===== src/rtl/updn_pkg.sv =====
package updn_pkg;
  localparam int unsigned CTL_CLR = 0;
  localparam int unsigned CTL_PRE = 1;
  localparam int unsigned CTL_DN  = 2;
  localparam int unsigned CTL_UP  = 3;
  localparam int unsigned CTL_W   = 4;

  typedef enum logic [2:0] {
    OP_HOLD  = 3'd0,
    OP_CLEAR = 3'd1,
    OP_LOAD  = 3'd2,
    OP_INC   = 3'd3,
    OP_DEC   = 3'd4,
    OP_FAULT = 3'd5
  } count_op_e;
endpackage


===== src/rtl/updn_sync.sv =====
module updn_sync #(
  parameter int unsigned WIDTH  = 4,
  parameter int unsigned STAGES = 2,
  parameter logic [WIDTH-1:0] RESET_VAL = '0
) (
  input  logic             clk,
  input  logic             rst_n,
  input  logic [WIDTH-1:0] async_i,
  output logic [WIDTH-1:0] sync_o
);
  localparam int unsigned LAST = STAGES - 1;

  logic [STAGES-1:0][WIDTH-1:0] stg_q;
  logic [STAGES-1:0][WIDTH-1:0] stg_d;

  always_comb begin
    stg_d[0] = async_i;
    for (int i = 1; i < STAGES; i++) begin
      stg_d[i] = stg_q[i-1];
    end
  end

  always_ff @(posedge clk or negedge rst_n) begin
    if (!rst_n) begin
      for (int i = 0; i < STAGES; i++) begin
        stg_q[i] <= RESET_VAL;
      end
    end else begin
      stg_q <= stg_d;
    end
  end

  assign sync_o = stg_q[LAST];
endmodule


===== src/rtl/updn_edge_decode.sv =====
module updn_edge_decode (
  input  logic clk,
  input  logic rst_n,
  input  logic up_lvl,
  input  logic dn_lvl,
  output logic step_up,
  output logic step_dn,
  output logic conflict
);
  logic up_prev_q, dn_prev_q;
  logic up_rise, dn_rise;

  always_comb begin
    up_rise  = up_lvl & ~up_prev_q;
    dn_rise  = dn_lvl & ~dn_prev_q;
    conflict = (up_rise & dn_rise) | (up_rise & ~dn_lvl) | (dn_rise & ~up_lvl);
    step_up  = up_rise & dn_lvl & ~dn_rise;
    step_dn  = dn_rise & up_lvl & ~up_rise;
  end

  always_ff @(posedge clk or negedge rst_n) begin
    if (!rst_n) begin
      up_prev_q <= 1'b1;
      dn_prev_q <= 1'b1;
    end else begin
      up_prev_q <= up_lvl;
      dn_prev_q <= dn_lvl;
    end
  end

  // never both directions, and no step when a conflict is flagged
  p_one_step_r9: assert property (@(posedge clk) disable iff (!rst_n)
    $onehot0({step_up, step_dn, conflict}));
  // an up step only follows a low-to-high change of the up level
  p_up_edge_r1: assert property (@(posedge clk) disable iff (!rst_n)
    step_up |-> (up_lvl && !up_prev_q && dn_lvl));
  // a down step only follows a low-to-high change of the down level
  p_dn_edge_r2: assert property (@(posedge clk) disable iff (!rst_n)
    step_dn |-> (dn_lvl && !dn_prev_q && up_lvl));
endmodule


===== src/rtl/updn_count_core.sv =====
module updn_count_core
  import updn_pkg::*;
#(
  parameter int unsigned WIDTH = 4
) (
  input  logic             clk,
  input  logic             rst_n,
  input  logic             clr,
  input  logic             pre,
  input  logic [WIDTH-1:0] data,
  input  logic             step_up,
  input  logic             step_dn,
  input  logic             conflict,
  output logic [WIDTH-1:0] count,
  output logic             fault
);
  localparam logic [WIDTH-1:0] ONE = WIDTH'(1);

  count_op_e        op;
  logic [WIDTH-1:0] cnt_q, cnt_d;
  logic             flt_q, flt_d;
  logic             cnt_en, flt_en;

  always_comb begin
    if (clr)           op = OP_CLEAR;
    else if (pre)      op = OP_LOAD;
    else if (conflict) op = OP_FAULT;
    else if (step_up)  op = OP_INC;
    else if (step_dn)  op = OP_DEC;
    else               op = OP_HOLD;
  end

  always_comb begin
    cnt_d  = cnt_q;
    flt_d  = flt_q;
    cnt_en = 1'b0;
    flt_en = 1'b0;
    case (op)
      OP_CLEAR: begin cnt_d = '0; cnt_en = 1'b1; flt_d = 1'b0; flt_en = 1'b1; end
      OP_LOAD:  begin cnt_d = data; cnt_en = 1'b1; end
      OP_FAULT: begin flt_d = 1'b1; flt_en = 1'b1; end
      OP_INC:   begin cnt_d = cnt_q + ONE; cnt_en = 1'b1; end
      OP_DEC:   begin cnt_d = cnt_q - ONE; cnt_en = 1'b1; end
      default:  ;
    endcase
  end

  always_ff @(posedge clk or negedge rst_n) begin
    if (!rst_n) begin
      cnt_q <= '0;
    end else if (cnt_en) begin
      cnt_q <= cnt_d;
    end
  end

  always_ff @(posedge clk or negedge rst_n) begin
    if (!rst_n) begin
      flt_q <= 1'b0;
    end else if (flt_en) begin
      flt_q <= flt_d;
    end
  end

  assign count = cnt_q;
  assign fault = flt_q;

  // clear zeroes count and fault on the next edge
  p_clear_zero_r4: assert property (@(posedge clk) disable iff (!rst_n)
    clr |=> (count == '0 && !fault));
  // preset copies the data seen at the edge
  p_preset_load_r5: assert property (@(posedge clk) disable iff (!rst_n)
    (!clr && pre) |=> (count == $past(data)));
  // conflicting strobes hold the count and raise fault
  p_conflict_hold_r9: assert property (@(posedge clk) disable iff (!rst_n)
    (!clr && !pre && conflict) |=> ($stable(count) && fault));
  // fault is sticky until clear
  p_fault_sticky_r9: assert property (@(posedge clk) disable iff (!rst_n)
    (fault && !clr) |=> fault);
  // an up step adds one, modulo the width
  p_inc_r1: assert property (@(posedge clk) disable iff (!rst_n)
    (!clr && !pre && step_up) |=> (count == $past(count) + ONE));
  // a down step subtracts one, modulo the width
  p_dec_r2: assert property (@(posedge clk) disable iff (!rst_n)
    (!clr && !pre && step_dn) |=> (count == $past(count) - ONE));
endmodule


===== src/rtl/updn_term_gen.sv =====
module updn_term_gen #(
  parameter int unsigned WIDTH = 4
) (
  input  logic             clk,
  input  logic             rst_n,
  input  logic [WIDTH-1:0] count,
  input  logic             up_lvl,
  input  logic             dn_lvl,
  output logic             carry_n,
  output logic             borrow_n
);
  localparam logic [WIDTH-1:0] TOP = '1;
  localparam logic [WIDTH-1:0] BOT = '0;

  logic at_top, at_bot;

  always_comb begin
    at_top   = (count == TOP);
    at_bot   = (count == BOT);
    carry_n  = ~(at_top & ~up_lvl);
    borrow_n = ~(at_bot & ~dn_lvl);
  end

  // carry never asserted away from the all-ones state
  p_carry_top_r6: assert property (@(posedge clk) disable iff (!rst_n)
    !carry_n |-> (count == TOP));
  // borrow never asserted away from zero
  p_borrow_bot_r7: assert property (@(posedge clk) disable iff (!rst_n)
    !borrow_n |-> (count == BOT));
  // carry and borrow never low together
  p_term_excl_r6: assert property (@(posedge clk) disable iff (!rst_n)
    (carry_n || borrow_n));
endmodule


===== src/rtl/updn_strobe_counter.sv =====
module updn_strobe_counter
  import updn_pkg::*;
#(
  parameter int unsigned WIDTH       = 4,
  parameter int unsigned SYNC_STAGES = 2
) (
  input  logic             clk,
  input  logic             rst_n,
  input  logic             clear_i,
  input  logic             preset_n_i,
  input  logic [WIDTH-1:0] data_i,
  input  logic             up_stb_i,
  input  logic             dn_stb_i,
  output logic [WIDTH-1:0] count_o,
  output logic             carry_n_o,
  output logic             borrow_n_o,
  output logic             fault_o
);
  localparam logic [CTL_W-1:0] CTL_IDLE = CTL_W'((1 << CTL_UP) | (1 << CTL_DN) | (1 << CTL_PRE));

  logic [CTL_W-1:0] ctl_raw, ctl_sync;
  logic             step_up, step_dn, conflict;
  logic [WIDTH-1:0] count;

  always_comb begin
    ctl_raw          = '0;
    ctl_raw[CTL_CLR] = clear_i;
    ctl_raw[CTL_PRE] = preset_n_i;
    ctl_raw[CTL_DN]  = dn_stb_i;
    ctl_raw[CTL_UP]  = up_stb_i;
  end

  updn_sync #(.WIDTH(CTL_W), .STAGES(SYNC_STAGES), .RESET_VAL(CTL_IDLE)) u_sync (
    .clk(clk), .rst_n(rst_n), .async_i(ctl_raw), .sync_o(ctl_sync)
  );

  updn_edge_decode u_edge (
    .clk(clk), .rst_n(rst_n),
    .up_lvl(ctl_sync[CTL_UP]), .dn_lvl(ctl_sync[CTL_DN]),
    .step_up(step_up), .step_dn(step_dn), .conflict(conflict)
  );

  updn_count_core #(.WIDTH(WIDTH)) u_core (
    .clk(clk), .rst_n(rst_n),
    .clr(ctl_sync[CTL_CLR]), .pre(~ctl_sync[CTL_PRE]), .data(data_i),
    .step_up(step_up), .step_dn(step_dn), .conflict(conflict),
    .count(count), .fault(fault_o)
  );

  updn_term_gen #(.WIDTH(WIDTH)) u_term (
    .clk(clk), .rst_n(rst_n), .count(count),
    .up_lvl(ctl_sync[CTL_UP]), .dn_lvl(ctl_sync[CTL_DN]),
    .carry_n(carry_n_o), .borrow_n(borrow_n_o)
  );

  assign count_o = count;
endmodule


===== config.mk =====
export PLATFORM = sky130hd
export DESIGN_NAME = updn_strobe_counter
export DESIGN_NICKNAME = d
export VERILOG_FILES = /design/src/rtl/updn_pkg.sv /design/src/rtl/updn_sync.sv /design/src/rtl/updn_edge_decode.sv /design/src/rtl/updn_count_core.sv /design/src/rtl/updn_term_gen.sv /design/src/rtl/updn_strobe_counter.sv
export SDC_FILE = /design/constraint.sdc
export NUM_CORES = 1
export LEC_CHECK = 0
export ABC_AREA = 1
export CORE_MARGIN = 2
export CORE_UTILIZATION = 51
export DETAILED_ROUTE_END_ITERATION = 7
export PLACE_DENSITY = 0.81
export SLEW_MARGIN = 30
export SYNTH_ARGS = -nofsm -noshare
export SYNTH_HDL_FRONTEND = slang
export SYNTH_HIERARCHICAL = 1
export SYNTH_SLANG_ARGS = --single-unit

===== constraint.sdc =====
create_clock -name clk -period 4.8 [get_ports clk]
set_clock_uncertainty 0.2 [all_clocks]
set_input_delay 1.44 -clock clk [delete_from_list [all_inputs] [get_ports clk]]
set_output_delay 1.44 -clock clk [all_outputs]
set_load 0.01 [all_outputs]

==> results by group <==
Clock tree
  • TritonCTS clock tree: done
  • CTS Buf Count: 3
  • CTS clk-pin slew, worst paths: 0.09 ns
  • Root Driver: clkbuf_4
  • CTS-repair resized insts: 0
  • Clk sink count: 15
  • H-tree depth: 1
  • Post-CTS setup buffer count: 0
  • Hold_buf cts: 0
  • Clk_lat worst skew: 0.27 ns
  • Max clock buf depth: 2

Power
  • Psw: 63.1 µW
  • Clock power frac: 27.7%
  • Worst vdd ir: 0.000205 V
  • Pwr dens: 258 nW/µm²
  • Sw Share: 25.2%
  • Internal power: 187 µW
  • Lkg Pwr: 0.000480 µW
  • Sequential share of power: 57.1%
  • Power Total: 250 µW
  • Gate power share: 15.2%

Critical path
  • Ordered cell list for the critical path: inv_1 > nand3_1 > clkdlybuf4s50_1
  • Register-to-register setup slack: 2.60 ns
  • Worst Setup SP: u_sync/sync_o[2]$_DFF_PN1_
  • CP max-delay cell: dfstp_2
  • Reg-to-Reg Start: u_sync/sync_o[3]$_DFF_PN1_
  • CP top delay family: buffers and inverters
  • CP Launch Type: flip-flop
  • Crit Path Class: flip-flop to primary output
  • Critical path data required time: 3.16 ns
  • Crit path max fanout: 5
  • Critical Path Max Stage Delay: 0.57 ns
  • Crit path capture type: primary output
  • WP buf/inv: 2
  • Crit path DAT: 1.49 ns

Finish
  • Finished Layout Cells: 118
  • Antenna fix cells: 0
  • Finished layout cell area: 968 µm²
  • Area growth, synth to finish: 27.1%
  • Nets: 117
  • Final core utilization: 71.7%
  • Share of layout cells above drive strength 1: 26.2%

Yosys
  • Top post-synthesis cells by area: dfstp_2, dfrtp_1, nand2_1
  • Cells after Synth: 83
  • Syn Nets: 96
  • Mapped Avg Cell Area: 9.18 µm²
  • Total of warnings raised by yosys: 6
  • Top-area cell type share of the netlist area: 27.6%
  • Largest area contributor in the netlist: dfstp_2
  • Post-Syn Area: 762 µm²
  • Synth cell types: 19
  • Post-synth EDFFs: 0
  • Post-synthesis async set-or-reset flop share: 100%
  • Primary FF master, synth: dfstp_2
  • Post-synthesis register bit count: 15
  • Commonest cells post-synth: nand2_1, inv_1, dfstp_2, nand3_1, dfrtp_1
  • Post-synthesis sequential area ratio: 50.6%
  • Top-count cell post-synth: nand2_1

Place
  • Dpl cells: 114
  • Final Wtd Congestion: 0.758
  • Detailed placer's ending HPWL: 1020 µm
  • Port Buffer Count: 16
  • Placed Area: 941 µm²

Timing
  • Final worst-path cycle share: 65.1%
  • Worst-Margin Slew: 0.615 ns
  • Final setup fails: 0
  • Setup TNS: 0 ns
  • Unrepaired setup endpoints after global routing: false
  • Worst slew margin: 58.9%
  • Fmax: 0.320 GHz
  • Minimum clock period: 3.13 ns
  • Max-slew violation count: 0
  • Hold Violations, Final: 0

Global routing
  • Layer carrying the most global-route usage: met2
  • Initial antenna violation count: 0
  • Total track usage: 17.2%
  • Via count of the first global-routing pass: 567
  • First-pass GRT wire length: 2350 µm
  • GRT met2 Usage: 31.2%
  • Met1 Resource Use GR: 19.1%
  • Largest net degree at the start of global routing: 16
  • GRT met3 Usage: 3.83%
  • Total congestion overflow: 0

Routing
  • # DRC: 0
  • Wire per inst: 10.6 µm
  • Via count: 594
  • Initial DRT Pass Iterations: 4
  • Initial drt markers: 12
  • Routed wire length: 1250 µm
  • DR vias/cell: 5.03
  • Antenna Nets Post-Route: 0

Min path
  • Worst Hold Launch: u_sync/stg_d[4]$_DFF_PN0_
  • Hold crit path type: flip-flop to flip-flop

Floorplanning
  • Core area: 1350 µm²
  • Initial Utilization: 56.4%
  • Total Die Area: 1820 µm²
  • Row cnt: 13
  • Die height: 42.7 µm
  • Die width: 42.7 µm
  • IO Count: 17

Status
  • Run status: completed

Run
  • Max Cap Violations: 0
## stage by stage
stage	hold WS (ns)	setup slack, ns
2_1_floorplan	0.131	2.44
3_3_place_gp	0.133	1.98
3_5_place_dp	0.137	1.97
4_1_cts	0.158	1.66
5_1_grt	0.164	1.60
6_report	0.156	1.67
## power groups by stage
stage / combinational, µW / clock, µW / sequential, µW
floorplan: 17.2 / 0 / 145
global placement: 37.8 / 0 / 145
detailed placement: 38.3 / 0 / 145
CTS: 38.7 / 72.5 / 143
global route: 42.3 / 80.8 / 144
finish: 38.1 / 69.2 / 143
## cells in the final DEF (no fill, tap or decap), drive strengths merged
master          n
nand2          22
clkdlybuf4s50  16
inv            16
nand3          11
dfstp           8
nor2            8
dfrtp           7
clkbuf          3
nand4           3
ha              2
a21oi           2
clkinv          1
o21ai           1
xor2            1
fa              1
nor3            1
## cell families after synthesis
group / share of synthesized area [%]
buf+inv: 7.88
simple gates: 32.0
xor+xnor: 1.15
flops: 50.6
compound gates: 2.46
fa+ha+maj: 5.91
## path summary, 6_finish.rpt
kind                                                     to  cells past startpoint
worst max register to register  u_core/count[3]$_DFFE_PN0P_                     14
max in group asynchronous       u_core/count[0]$_DFFE_PN0P_                      1
min in group asynchronous       u_core/count[1]$_DFFE_PN0P_                      1
worst min-delay path             u_sync/sync_o[0]$_DFF_PN0_                      0
worst min register to register   u_sync/sync_o[0]$_DFF_PN0_                      0
worst max-delay path                             borrow_n_o                      3
## flip-flops by register name (all words and copies together), names as in the netlist
signal / flops
u_edge/dn_prev_q: 1
u_sync/sync_o: 4
u_core/fault: 1
u_core/count: 4
u_sync/stg_d: 4
u_edge/up_prev_q: 1
## area by class of cell
type	count	area (µm²)
Sequential cell	15	385
Fill cell	110	382
Multi-Input combinational cell	52	317
Timing Repair Buffer	16	160
Inverter	16	60.1
Clock buffer	3	22.5
Tap cell	15	18.8
Clock inverter	1	5.00
## per-layer routing
| layer | up-vias | share of wire, % |
|---|---|---|
| li1 | 297 | - |
| met1 | 279 | 41 |
| met2 | 14 | 54 |
| met3 | 4 | 3.8 |
| met4 | 0 | 1.3 |
| met5 | - | 0 |
Power figures use the tool's default switching activity.
